===== config.mk =====
export PLATFORM = sky130hd
export DESIGN_NAME = pcint_group
export DESIGN_NICKNAME = d
export VERILOG_FILES = /design/src/rtl/pcint_group.sv
export SDC_FILE = /design/constraint.sdc
export NUM_CORES = 1
export LEC_CHECK = 0
export ABC_AREA = 0
export ABC_CLOCK_PERIOD_IN_PS = 1800
export CAP_MARGIN = 20
export CORE_MARGIN = 2
export CORE_UTILIZATION = 25
export CTS_CLUSTER_SIZE = 8
export DETAILED_ROUTE_END_ITERATION = 12
export MAX_ROUTING_LAYER = met4
export PLACE_DENSITY = 0.43
export SLEW_MARGIN = 15
export SYNTH_ARGS = -nofsm -noshare
export SYNTH_HDL_FRONTEND = slang
export SYNTH_SLANG_ARGS = --single-unit

===== constraint.sdc =====
create_clock -name clk -period 1.8 [get_ports clk]
set_input_delay 0.54 -clock clk [delete_from_list [all_inputs] [get_ports clk]]
set_output_delay 0.54 -clock clk [all_outputs]
set_load 0.005 [all_outputs]

===== src/rtl/pcint_group.sv =====
module pcint_group #(
  parameter int NUM_GROUPS  = 3,
  parameter int PORT_W      = 8,
  parameter int SYNC_STAGES = 2,
  localparam int PIN_W  = NUM_GROUPS * PORT_W,
  localparam int DATA_W = (PORT_W > NUM_GROUPS) ? PORT_W : NUM_GROUPS,
  localparam int ADDR_W = $clog2(NUM_GROUPS + 2)
) (
  input  logic                  clk,
  input  logic                  rst_n,
  input  logic [PIN_W-1:0]      pins_i,
  input  logic                  wr_en,
  input  logic [ADDR_W-1:0]     wr_addr,
  input  logic [DATA_W-1:0]     wr_data,
  input  logic [NUM_GROUPS-1:0] ack_i,
  output logic [PIN_W-1:0]      mask_o,
  output logic [NUM_GROUPS-1:0] enable_o,
  output logic [NUM_GROUPS-1:0] flag_o,
  output logic [NUM_GROUPS-1:0] irq_o
);
  localparam logic [ADDR_W-1:0] ADDR_ENABLE = '0;
  localparam logic [ADDR_W-1:0] ADDR_FLAG   = ADDR_W'(1);

  logic [PIN_W-1:0]      sync_q [SYNC_STAGES];
  logic [PIN_W-1:0]      prev_q;
  logic [PORT_W-1:0]     mask_q [NUM_GROUPS];
  logic [NUM_GROUPS-1:0] enable_q, flag_q, grp_hit, grp_clr;
  logic [PIN_W-1:0]      toggled;
  logic                  wr_flag;

  assign toggled = sync_q[SYNC_STAGES-1] ^ prev_q;
  assign wr_flag = wr_en && (wr_addr == ADDR_FLAG);

  always_ff @(posedge clk or negedge rst_n) begin
    if (!rst_n) begin
      for (int i = 0; i < SYNC_STAGES; i++) sync_q[i] <= '0;
      prev_q <= '0;
    end else begin
      sync_q[0] <= pins_i;
      for (int i = 1; i < SYNC_STAGES; i++) sync_q[i] <= sync_q[i-1];
      prev_q <= sync_q[SYNC_STAGES-1];
    end
  end

  for (genvar g = 0; g < NUM_GROUPS; g++) begin : g_grp
    assign grp_hit[g] = enable_q[g] & (|(toggled[g*PORT_W +: PORT_W] & mask_q[g]));
    assign grp_clr[g] = (wr_flag & wr_data[g]) | ack_i[g];
    assign mask_o[g*PORT_W +: PORT_W] = mask_q[g];
  end

  always_ff @(posedge clk or negedge rst_n) begin
    if (!rst_n) begin
      enable_q <= '0;
      flag_q   <= '0;
      for (int g = 0; g < NUM_GROUPS; g++) mask_q[g] <= '0;
    end else begin
      flag_q <= (flag_q & ~grp_clr) | grp_hit;
      if (wr_en && (wr_addr == ADDR_ENABLE)) enable_q <= wr_data[NUM_GROUPS-1:0];
      for (int g = 0; g < NUM_GROUPS; g++)
        if (wr_en && (wr_addr == ADDR_W'(g + 2))) mask_q[g] <= wr_data[PORT_W-1:0];
    end
  end

  assign enable_o = enable_q;
  assign flag_o   = flag_q;
  assign irq_o    = flag_q & enable_q;
endmodule


==> run summary, run 1 <==
status -> finished, final reports clean
Relative slew margins -> 0.7716
min Tclk post-route -> 1.762 ns
syn_area_per_cell -> 17.66 um^2
Synth Warn # -> 0
top cells by area, synth -> dfrtp_1, mux2_2, xor2_1, a22oi_1, a32o_1
worst r2r src -> sync_q[3]
total track usage -> 0.1078
Synth Net Count -> 229
Crit Path Class -> reg -> out
clock-pin transition on the worst setup and hold timing paths -> 0.07 ns
worst-path fanout max -> 3
Residual DRC -> 0
CP bufs+invs -> 1
crit-path cells -> clkdlybuf4s50_1
die area -> 0.01422 mm^2
final wirelength -> 6867 um
nets@finish -> 339
drt via density -> 3.958
DR iter-0 viols -> 48
Clock Skew -> 0.006669 ns
Seq cells post-synth -> 102
wl on met1 -> 3310 um
total power -> 5406 uW
Top Metal Used -> met4
total number of vias -> 1896
Clock H-tree levels -> 3
cell taking the most area after synthesis -> dfrtp_1
cell area after synthesis -> 0.003321 mm^2
R2R cell count -> 4
Max-Cap Viols -> 0
Post-DP HPWL -> 4938 um
initial antenna violation count -> 0
worst slew pin tran -> 0.3425 ns
core area -> 0.01309 mm^2
layout cells sized above 1 -> 0.2475
period utilisation layout -> 0.9790
Ports -> 74
Final Max Slew Viols -> 0
Setup Viol. Count Final -> 0
Startpoint Class -> flip-flop
PortBufs -> 73
Crit path max-delay family -> buffers and inverters
Die Y -> 119.3 um
worst reg2reg setup slack -> 0.47 ns
post-synth cell types -> 15
Site Rows -> 42
die outline width -> 119.3 um
antenna cell count -> 0
initial core utilization -> 0.2538
CTS buffer count -> 9
Yosys top cell area share -> 0.7687
TritonCTS Sinks -> 102
max incr delay on CP -> 0.52 ns
CTS tree -> done
r2r endpoint -> flag_o[0]
final hold violation count -> 0
Hold Path Class -> in -> async
antenna-violating nets left -> 0
worst-skew pair later-pin latency -> 0.34 ns
largest net degree at the start of global routing -> 38
WL met2 -> 3011 um
CTS Hold Buffers Added -> 0
sequential area share after synthesis -> 0.7687
synthesized instance count -> 188
area delta synth->final -> 44.31%
critical path required time -> 1.26 ns
CP startpoint -> mask_o[7]
Crit-path slowest cell -> clkdlybuf4s50_1
clock buffer depth -> 2
# fillers -> 1249
Static Leakage -> 0.002212 uW
CP endpoint kind -> primary output
met3 wire length -> 438 um
worst endpoint data arrival time -> 1.22 ns
gr ovfl total -> 0
drt first pass iters -> 3
vias in the first global route -> 2062
GP Congestion -> 0.7198
WL/cell -> 14.34 um
RSZ-0062 raised after global routing -> no
first-pass GRT wire length -> 11170 um
PD cells -> 1128 mW/mm^2
clk root buf -> clkbuf_16
worst vdd ir -> 0.0003859 V
Layout Utilization -> 0.3662
f_max -> 567.5 MHz
layout by cell type, fill, tap and decap left out, drive strengths merged, types with 3 or more instances in the layout:
| master | netlist | layout |
|---|---|---|
| and2 | 3 | 3 |
| clkinv | 0 | 4 |
| a22oi | 12 | 12 |
| nand4 | 3 | 3 |
| nand2 | 5 | 5 |
| mux2 | 27 | 27 |
| a32o | 3 | 3 |
| dlygate4sd2 | 0 | 13 |
| clkdlybuf4s50 | 0 | 47 |
| clkbuf | 0 | 10 |
| buf | 0 | 27 |
| inv | 3 | 4 |
| xor2 | 24 | 24 |
| dlymetal6s2s | 0 | 12 |
| dfrtp | 102 | 102 |
layer usage:
layer / track usage / vias to the layer above
li1: - / 868
met2: 0.1494 / 55
met1: 0.1458 / 963
met5: - / -
met4: 0.05134 / 0
met3: 0.02969 / 10
Yosys cell counts:
library cell and number:
a22oi_1 12, a32o_1 3, and2_1 3, and2b_1 1, and3b_1 1, dfrtp_1 102
inv_1 3, mux2_2 27, nand2_1 5, nand3_2 1, nand4_1 3, nor2_4 1
nor3_4 1, nor3b_2 1, xor2_1 24
registers in the layout, summed over array words and instances (netlist names):
name,count
flag_o,3
prev_q,24
sync_q,48
enable_o,3
mask_o,24
power breakdown:
| part | internal [uW] | switching [uW] |
|---|---|---|
| clock network | 970 | 821 |
| logic | 605 | 318 |
| registers | 2530 | 160 |
area by class of cell:
| class | instances | area (um^2) | share of cell area |
|---|---|---|---|
| multi-input combinational | 83 | 758.2 | 0.1582 |
| clock inverter | 6 | 36.28 | 0.007572 |
| tap | 176 | 220.2 | 0.04595 |
| inverter | 3 | 11.26 | 0.002350 |
| sequential | 102 | 2552 | 0.5326 |
| timing repair buffer | 99 | 974.7 | 0.2034 |
| clock buffer | 10 | 239.0 | 0.04987 |
metrics by stage:
stage	setup WS [ns]	hold slack (ns)	TNS (ns)	cell area (um^2)	instances
after global placement	-0.2344	0.3331	-5.440	4352	443
after CTS	0.000007883	0.1046	0	4671	467
final	0.03780	0.1028	0	4792	479
after detailed placement	-0.2523	0.3347	-5.588	4352	443
after floorplan	0.3054	0.2444	0	3321	188
after global routing	0.001788	0.1157	0	4792	479
worst max-delay path by stage:
stage	end	slack, ns	depth (start not counted)
finish	mask_o[7]	0.04	1
global route	enable_o[1]	0.002	1
CTS	mask_o[19]	0.000008	1
detailed placement	mask_o[0]	-0.25	5
global placement	mask_o[2]	-0.23	5
floorplan	mask_o[0]	0.31	4
cells by family (layout without fill, tap and decap cells):
logic type	Yosys count	after routing	share of synthesized area
DFF	102	102	0.7687
AOI/OAI and AO/OA	15	15	0.03617
muxes	27	27	0.09156
buffers and inverters	3	118	0.003391
xor gates and xnor gates	24	24	0.06330
and+or+nand+nor	17	17	0.03693
timing repair:
item                       4_1_cts  5_1_grt
pin swaps                        1        1
resized for setup               13       13
setup endpoints to repair       17       19
buffers inserted                 8       12
Power figures use the tool's default switching activity.
==> inputs of run 2 (changes only) <==
SKIP_LAST_GASP = 1   (was default)
==> run 2 against run 1 <==
  * Highest routed layer unchanged
  * Combinational power is 1% higher
  * Critical endpoint unchanged
  * Largest cell class unchanged
  * Flip-flop and latch count stayed put
  * Sequential share of layout area is 0.12 points lower
  * Largest power group unchanged
  * Critical path depth stayed put
==> run summary, run 2 (synthesized netlist as in run 1, its figures left out) <==
max incr delay on CP -> 0.52 ns (about the same)
Clock Skew -> 0.006670 ns (+0.00000006000 ns)
max FFs per register -> 48 (unchanged)
worst slack, placed -> -0.2523 ns (unchanged)
clock-pin transition on the worst setup and hold timing paths -> 0.07 ns (about the same)
Crit Path Class -> reg -> out
Non-Filler Instances -> 480 (+0.21%)
GP Congestion -> 0.7198 (unchanged)
Setup Viol. Count Final -> 0 (unchanged)
PortBufs -> 73 (unchanged)
worst-path fanout max -> 3 (unchanged)
DR iter-0 viols -> 42 (-13%)
status -> finished, final reports clean
crit-path cells -> clkdlybuf4s50_1
setup TNS -> 0 ns (unchanged)
largest net degree at the start of global routing -> 38 (unchanged)
WL/cell -> 14.31 um (-0.15%)
clock buffer depth -> 2 (unchanged)
critical path required time -> 1.26 ns (about the same)
Residual DRC -> 0 (unchanged)
gr ovfl total -> 0 (unchanged)
dpl cell area -> 0.004352 mm^2 (unchanged)
RSZ-0062 raised after global routing -> no
clk root buf -> clkbuf_16
Relative slew margins -> 0.7716 (about the same)
Crit-path slowest cell -> clkdlybuf4s50_1
Startpoint Class -> flip-flop
die area -> 0.01422 mm^2 (unchanged)
total number of vias -> 1900 (+0.21%)
commonest non-fill, non-tap cell in the layout -> dfrtp_1
f_max -> 567.5 MHz (about the same)
worst-skew pair later-pin latency -> 0.34 ns (about the same)
initial antenna violation count -> 0 (unchanged)
Post-DP HPWL -> 4938 um (unchanged)
worst vdd ir -> 0.0003859 V (about the same)
antenna cell count -> 0 (unchanged)
Site Rows -> 42 (unchanged)
period utilisation layout -> 0.9790 (about the same)
CP endpoint kind -> primary output
PD cells -> 1127 mW/mm^2 (about the same)
Hold Path Class -> in -> async
placed insts -> 443 (unchanged)
Ports -> 74 (unchanged)
CTS tree -> done
area delta synth->final -> 44.65%
Crit path max-delay family -> buffers and inverters
nets@finish -> 340 (+0.29%)
die outline width -> 119.3 um (unchanged)
final wirelength -> 6871 um (about the same)
initial core utilization -> 0.2538 (unchanged)
vias in the first global route -> 2060 (-0.097%)
setup slack after layout -> 0.03777 ns (-0.00003650 ns)
total track usage -> 0.1077 (about the same)
core area -> 0.01309 mm^2 (unchanged)
final hold violation count -> 0 (unchanged)
Final Max Slew Viols -> 0 (unchanged)
total power -> 5416 uW (+0.17%)
first-pass GRT wire length -> 11150 um (-0.19%)
worst endpoint data arrival time -> 1.22 ns (about the same)
TritonCTS Sinks -> 102 (unchanged)
CTS Hold Buffers Added -> 0 (unchanged)
worst slew pin tran -> 0.3426 ns (+0.00009179 ns)
Static Leakage -> 0.002229 uW (+0.73%)
layout cells sized above 1 -> 0.2500 (+0.002475)
drt first pass iters -> 3 (unchanged)
CP bufs+invs -> 1 (unchanged)
Clock H-tree levels -> 3 (unchanged)
most frequent cells in the layout -> dfrtp_1, clkdlybuf4s50_1, mux2_2
Final Cell Area -> 0.004803 mm^2 (+0.23%)
min Tclk post-route -> 1.762 ns (+0.00003650 ns)
drt via density -> 3.958 (about the same)
CTS buffer count -> 9 (unchanged)
Max-Cap Viols -> 0 (unchanged)
Top reg by flops -> sync_q
antenna-violating nets left -> 0 (unchanged)
Die Y -> 119.3 um (unchanged)
==> run 2: cell count changes in the layout (fill, tap and decap cells not counted) <==
cell / change
dlygate4sd2_1: -1
dlymetal6s2s_1: +1
buf_4: +1
==> run 2: repair_timing <==
item | CTS | global route
buffers inserted | 8 | 13
setup endpoints to repair | 17 | 20
pin swaps | 1 | 1
resized for setup | 12 | 14
cloned | 0 | 0
==> run 2: power breakdown <==
| part | internal, uW | switching (uW) |
|---|---|---|
| clock network | 970 | 822 |
| logic | 614 | 319 |
| registers | 2530 | 160 |
| total | 4110 | 1300 |
==> run 2: per-stage QoR <==
step | utilization | hold slack, ns
floorplan | - | 0.2444
CTS | 0.3570 | 0.1046
finish | 0.3671 | 0.1028
detailed placement | 0.3326 | 0.3347
global placement | 0.3326 | 0.3331
global route | 0.3671 | 0.1157
==> run 2: final timing paths <==
kind | slack [ns] | end | cells past startpoint | startpoint
setup reg to reg | 0.47 | flag_o[0] | 4 | sync_q[3]
hold reg to reg | 0.35 | sync_q[14] | 0 | sync_q[38]
min in group clk | 0.35 | sync_q[14] | 0 | sync_q[38]
setup / recovery | 0.04 | mask_o[7] | 1 | mask_o[7]
max in group asynchronous | 1.18 | sync_q[34] | 2 | rst_n
hold / removal | 0.10 | sync_q[2] | 1 | rst_n
==> run 2: layout make-up <==
class	count	area [um^2]
Multi-Input combinational cell	83	758.2
Tap cell	176	220.2
Fill cell	1249	8282
Clock buffer	10	239.0
Timing Repair Buffer	100	985.9
Clock inverter	6	36.28
Inverter	3	11.26
Sequential cell	102	2552
==> run 2: per-layer routing <==
layer / up-vias / GRT usage / wire [um]
met4: 0 / 0.05134 / 107
met1: 964 / 0.1458 / 3322
met5: - / - / 0
met3: 10 / 0.02969 / 432
li1: 871 / - / -
met2: 55 / 0.1491 / 3009
